**src/rtl/cordic_mix_pkg.sv**
```systemverilog
package cordic_mix_pkg;

    typedef enum logic [1:0] {
        QUAD_0 = 2'b00,   // [0, pi/2)
        QUAD_1 = 2'b01,   // [pi/2, pi)
        QUAD_2 = 2'b10,   // [pi, 3pi/2)
        QUAD_3 = 2'b11    // [3pi/2, 2pi)
    } quad_e;

    localparam real PI_R = 3.14159265358979323846;

    // Elementary angle atan(2^-idx) in phase units, where 2^zw units = one turn.
    function automatic int atan_units(input int idx, input int zw);
        real x;
        real term;
        real ang;
        real scl;
        x = 1.0;
        for (int k = 0; k < idx; k++) x = x / 2.0;
        if (idx == 0) begin
            ang = PI_R / 4.0;
        end else begin
            ang  = 0.0;
            term = x;
            for (int n = 0; n < 40; n++) begin
                ang  = ang + ((n % 2 == 1) ? -1.0 : 1.0) * term / real'(2 * n + 1);
                term = term * x * x;
            end
        end
        scl = 1.0;
        for (int k = 0; k < zw; k++) scl = scl * 2.0;
        return $rtoi(ang * scl / (2.0 * PI_R) + 0.5);
    endfunction

endpackage

```
**src/rtl/cordic_mix_prerot.sv**
```systemverilog
module cordic_mix_prerot #(
    parameter int DW    = 16,
    parameter int GUARD = 2,
    parameter int ZW    = 18
) (
    input  logic                         clk,
    input  logic                         rst,
    input  logic                         in_vld,
    input  logic signed [DW-1:0]         in_i,
    input  logic signed [DW-1:0]         in_q,
    input  logic        [ZW-1:0]         in_phase,
    output logic                         o_vld,
    output logic signed [DW+GUARD-1:0]   o_x,
    output logic signed [DW+GUARD-1:0]   o_y,
    output logic signed [ZW-1:0]         o_z
);
    import cordic_mix_pkg::*;

    localparam int XW = DW + GUARD;
    localparam logic signed [ZW-1:0] QTR = {2'b01, {(ZW-2){1'b0}}};

    quad_e                 quad;
    logic signed [XW-1:0]  xe, ye, nx, ny;
    logic signed [ZW-1:0]  ze, nz;

    always_comb begin
        quad = quad_e'(in_phase[ZW-1 -: 2]);
        xe   = {{GUARD{in_i[DW-1]}}, in_i};
        ye   = {{GUARD{in_q[DW-1]}}, in_q};
        ze   = signed'(in_phase);
        unique case (quad)
            QUAD_0, QUAD_3: begin
                nx = xe;
                ny = ye;
                nz = ze;
            end
            QUAD_1: begin
                nx = -ye;
                ny = xe;
                nz = ze - QTR;
            end
            QUAD_2: begin
                nx = ye;
                ny = -xe;
                nz = ze + QTR;
            end
        endcase
    end

    always_ff @(posedge clk) begin
        if (rst) begin
            o_vld <= 1'b0;
            o_x   <= '0;
            o_y   <= '0;
            o_z   <= '0;
        end else begin
            o_vld <= in_vld;
            o_x   <= nx;
            o_y   <= ny;
            o_z   <= nz;
        end
    end

endmodule

```
**src/rtl/cordic_mix_stage.sv**
```systemverilog
module cordic_mix_stage #(
    parameter int XW    = 18,
    parameter int ZW    = 18,
    parameter int SHIFT = 0,
    parameter int ATAN  = 0
) (
    input  logic                 clk,
    input  logic                 rst,
    input  logic                 i_vld,
    input  logic signed [XW-1:0] i_x,
    input  logic signed [XW-1:0] i_y,
    input  logic signed [ZW-1:0] i_z,
    output logic                 o_vld,
    output logic signed [XW-1:0] o_x,
    output logic signed [XW-1:0] o_y,
    output logic signed [ZW-1:0] o_z
);
    localparam logic signed [ZW-1:0] AK = ZW'(ATAN);

    logic                 neg;
    logic signed [XW-1:0] xs, ys, nx, ny;
    logic signed [ZW-1:0] nz;

    always_comb begin
        neg = i_z[ZW-1];
        xs  = i_x >>> SHIFT;
        ys  = i_y >>> SHIFT;
        if (neg) begin
            nx = i_x + ys;
            ny = i_y - xs;
            nz = i_z + AK;
        end else begin
            nx = i_x - ys;
            ny = i_y + xs;
            nz = i_z - AK;
        end
    end

    always_ff @(posedge clk) begin
        if (rst) begin
            o_vld <= 1'b0;
            o_x   <= '0;
            o_y   <= '0;
            o_z   <= '0;
        end else begin
            o_vld <= i_vld;
            o_x   <= nx;
            o_y   <= ny;
            o_z   <= nz;
        end
    end

endmodule

```
**src/rtl/cordic_mixer.sv**
```systemverilog
module cordic_mixer #(
    parameter int DW    = 16,
    parameter int GUARD = 2,
    parameter int ITER  = 16,
    parameter int PW    = 18
) (
    input  logic                       clk,
    input  logic                       rst,
    input  logic                       in_vld,
    input  logic signed [DW-1:0]       in_i,
    input  logic signed [DW-1:0]       in_q,
    input  logic        [PW-1:0]       in_phase,
    output logic                       out_vld,
    output logic signed [DW+GUARD-1:0] out_i,
    output logic signed [DW+GUARD-1:0] out_q
);
    localparam int XW = DW + GUARD;

    logic                 [ITER:0] v_pipe;
    logic signed [XW-1:0] x_pipe [ITER+1];
    logic signed [XW-1:0] y_pipe [ITER+1];
    logic signed [PW-1:0] z_pipe [ITER+1];

    cordic_mix_prerot #(
        .DW    (DW),
        .GUARD (GUARD),
        .ZW    (PW)
    ) u_prerot (
        .clk      (clk),
        .rst      (rst),
        .in_vld   (in_vld),
        .in_i     (in_i),
        .in_q     (in_q),
        .in_phase (in_phase),
        .o_vld    (v_pipe[0]),
        .o_x      (x_pipe[0]),
        .o_y      (y_pipe[0]),
        .o_z      (z_pipe[0])
    );

    for (genvar g = 0; g < ITER; g++) begin : g_stage
        cordic_mix_stage #(
            .XW    (XW),
            .ZW    (PW),
            .SHIFT (g),
            .ATAN  (cordic_mix_pkg::atan_units(g, PW))
        ) u_stg (
            .clk   (clk),
            .rst   (rst),
            .i_vld (v_pipe[g]),
            .i_x   (x_pipe[g]),
            .i_y   (y_pipe[g]),
            .i_z   (z_pipe[g]),
            .o_vld (v_pipe[g+1]),
            .o_x   (x_pipe[g+1]),
            .o_y   (y_pipe[g+1]),
            .o_z   (z_pipe[g+1])
        );
    end

    assign out_vld = v_pipe[ITER];
    assign out_i   = x_pipe[ITER];
    assign out_q   = y_pipe[ITER];

endmodule

```
**config.mk**
```make
export PLATFORM = sky130hd
export DESIGN_NAME = cordic_mixer
export DESIGN_NICKNAME = d
export VERILOG_FILES = /design/src/rtl/cordic_mix_pkg.sv /design/src/rtl/cordic_mix_prerot.sv /design/src/rtl/cordic_mix_stage.sv /design/src/rtl/cordic_mixer.sv
export SDC_FILE = /design/constraint.sdc
export NUM_CORES = 2
export LEC_CHECK = 0
export ABC_AREA = 0
export CAP_MARGIN = 25
export CORE_MARGIN = 5
export CORE_UTILIZATION = 40
export DETAILED_ROUTE_END_ITERATION = 12
export RECOVER_POWER = 50
export SLEW_MARGIN = 20
export SYNTH_ARGS = -nofsm -noshare
export SYNTH_HDL_FRONTEND = slang
export SYNTH_SLANG_ARGS = --single-unit
```
**constraint.sdc**
```tcl
create_clock -name clk -period 3.9 [get_ports clk]
set_input_delay 0.78 -clock clk [delete_from_list [all_inputs] [get_ports clk]]
set_output_delay 0.78 -clock clk [all_outputs]
set_load 0.01 [all_outputs]
```
==> flow_summary.yaml <==
outcome:
  status: "complete, but fails checks"
  failed_checks: "capacitance limit, slew limit"
min_path:
  min_path_type: "reg2reg"
global_routing:
  track_usage_pct: 17.85
  grt_max_degree: 151
  first_global_vias: 50710
  antenna_found_initial: 3
  grt_overflow: 0
  grt_pass1_wl_mm: 253.4
placed_design:
  dpl.hpwl_mm: 120.8
  port_buffers: 89
  place.gp.congestion: 0.8817
floorplan:
  ioPinCount: 90
  fp-row-count: 146
  die_area_mm2: 0.1663
  coreArea_mm2: 0.1578
  die_w_um: 407.8
  die_h_um: 407.8
  initial_utilization_pct: 40.11
final_layout:
  final_core_util_pct: 44.51
  layout.nets: 8625
  final_cell_mix: "nor2_1, dfxtp_1, ha_1"
  area_growth_pct: 10.95
  drive_above_1_share_pct: 4.316
  layout_commonest_cell: "nor2_1"
setup_path:
  cp_top_family: "compound AO/OA/AOI/OAI gates"
  r2r_setup_slack_ns: 0.20
  worstSetupPathType: "reg2reg"
  cp_common_cell: "or4_1"
  r2r_end: "g_stage[9].u_stg.o_x[17]"
  cp_num_cells: 13
  crit_end: "g_stage[9].u_stg.o_x[17]"
  critPathArrivalTime_ns: 4.28
  regToRegStartpoint: "g_stage[8].u_stg.o_y[15]"
  cp-startpoint: "g_stage[8].u_stg.o_y[15]"
  r2r.worst_path.cells: 13
  cp_slowest_cell: "or4_1"
  worstPathMaxFanout: 4
  critPathMaxStageDelay_ns: 0.53
  endpoint_kind: "flop"
  path_buf_inv: 0
  path_cells: "or4_1, or4_1, o21ai_2, nand2_1, ha_1, a21oi_1, nor2b_1, a211oi_2, a31oi_1, a21o_1, o41a_1, xnor2_1, nor2_1"
  cp-start-kind: "flop"
  worst_ep_required_time_ns: 4.48
detailed_routing:
  post_drt_via_cell_ratio: 5.331
  postRouteAntennaNets: 0
  vias: 52430
  drt_iter0_markers: 2886
  route.detailed.drc: 0
  drt_pass1_iterations: 7
  routed_wl_mm: 153.0
  wl_per_cell_um: 15.55
sta:
  relSlewSlack_pct: -16.27
  fmax_mhz: 270.6
  setup-violations-final: 0
  final.setup_skew_ns: 0.04552
  hold_viol: 0
  whs_ns: 0.4328
  min_period_ns: 3.695
  period_share_pct: 94.75
  tightest_slew_ns: 1.744
  slew_viol_final: 75
flow_run:
  drv_cap: 1
synthesis:
  netlist_area_mm2: 0.06331
  ys_types: 84
  synth_nets: 8539
  avgSynthCellArea_um2: 8.336
  async_flop_share_pct: 0
  synthCells: 7595
  synth_ff_type: "dfxtp_1"
  seq_area_frac_synth_pct: 28.43
  ys_ff_latch: 899
  ys_warn_count: 0
  synth-edff-count: 0
cts:
  cts.clk_slew.worst_paths_ns: 0.06
  clk_path_buf_depth: 3
  cts_made_buffers: 100
  cts-root-buf: "clkbuf_16"
  cts_tree: "built"
  clkLatencyLatePin_ns: 0.73
  cts_sinks: 899
  htreeDepth: 3
state kept, by name, summed over array words and instances, names as in the netlist:
register	cells
g_stage.u_stg.o_y	288
u_prerot.o_y	18
u_prerot.o_x	18
g_stage.u_stg.o_x	287
u_prerot.o_vld	1
g_stage.u_stg.o_vld	16
g_stage.u_stg.o_z	253
u_prerot.o_z	18
worst min-delay path by stage:
| stage | start | to | slack, ns | depth (start not counted) |
|---|---|---|---|---|
| global placement | g_stage[5].u_stg.o_z[0] | g_stage[6].u_stg.o_z[0] | 0.42 | 1 |
| floorplan | g_stage[3].u_stg.o_z[2] | g_stage[4].u_stg.o_z[2] | 0.41 | 1 |
| finish | g_stage[10].u_stg.o_z[1] | g_stage[11].u_stg.o_z[1] | 0.43 | 1 |
| detailed placement | g_stage[10].u_stg.o_vld | g_stage[11].u_stg.o_vld | 0.42 | 1 |
| CTS | g_stage[6].u_stg.o_z[0] | g_stage[7].u_stg.o_z[0] | 0.44 | 1 |
| global route | g_stage[10].u_stg.o_z[1] | g_stage[11].u_stg.o_z[1] | 0.45 | 1 |
timing repair:
action | 4_1_cts | 5_1_grt
buffers inserted | 0 | 0
resized for setup | 0 | 8
setup endpoints to repair | 0 | 6
hold buffers | 0 | 0
kinds of logic after synthesis:
kind of cell / synth area share (%)
and+or+nand+nor: 16.52
AOI/OAI and AO/OA: 20.11
DFF: 28.43
adders and majority gates: 18.17
xor gates and xnor gates: 12.20
buffers and inverters: 3.461
muxes: 1.117
worst reg2reg max path, cell delays in order, from the launching register on:
cell and delay, ns:
dfxtp_1 0.33, or4_1 0.53, or4_1 0.46, o21ai_2 0.22, nand2_1 0.13, ha_1 0.34, a21oi_1 0.23, nor2b_1 0.09
a211oi_2 0.29, a31oi_1 0.17, a21o_1 0.22, o41a_1 0.32, xnor2_1 0.17, nor2_1 0.06
stage by stage:
stage                TNS [ns]  instances  setup WS (ns)  area (um^2)
floorplan                   0       7595         0.4061        63310
global placement            0       9651         0.1398        66840
detailed placement          0       9651        0.09978        66840
CTS                         0       9834        0.06774        70280
global route        -0.004909       9835      -0.004909        70240
finish                      0       9836         0.2049        70240
layout make-up:
cell class	instances	area [um^2]
antenna	2	5.005
tap	2072	2592
clock inverter	42	590.6
clock buffer	141	2848
inverter	387	1453
timing repair buffer	180	1603
sequential	899	18000
fill	15610	87590
multi-input combinational	6113	43160
Yosys cell counts (29+ instances only):
cell type	instances	area, um^2
o21bai_1	78	585.6
a21o_1	232	1742
and3_1	54	337.8
or3_1	41	256.5
o21a_1	135	1013
nand2_1	300	1126
a21oi_1	670	3353
ha_1	844	10560
nand3_1	80	400.4
o211ai_1	36	270.3
and2_1	32	200.2
nand2b_1	98	613.1
nor3_1	183	915.9
mux2i_1	38	380.4
xnor2_1	493	4318
nor2_1	1111	4170
xor2_1	389	3407
nor4_1	32	200.2
nor2b_1	204	1276
dfxtp_1	899	18000
a221o_1	33	330.3
a31oi_1	86	538.0
inv_1	382	1434
mux2_2	29	326.6
fa_1	47	940.9
clkbuf_1	169	634.4
nand4_1	36	225.2
a211oi_1	98	735.7
o21ai_0	403	2017
per-layer routing:
metal / track usage (%) / routed length [um] / vias up
li1: - / - / 26850
met1: 24.53 / 75140 / 24570
met2: 29.64 / 68920 / 806
met3: 2.380 / 5276 / 216
met4: 4.513 / 3622 / 0
met5: 0 / 0 / -
Power is left out: the tool's default activity adds up to more than one toggle a clock period on the data nets, which glitch-free logic cannot reach.
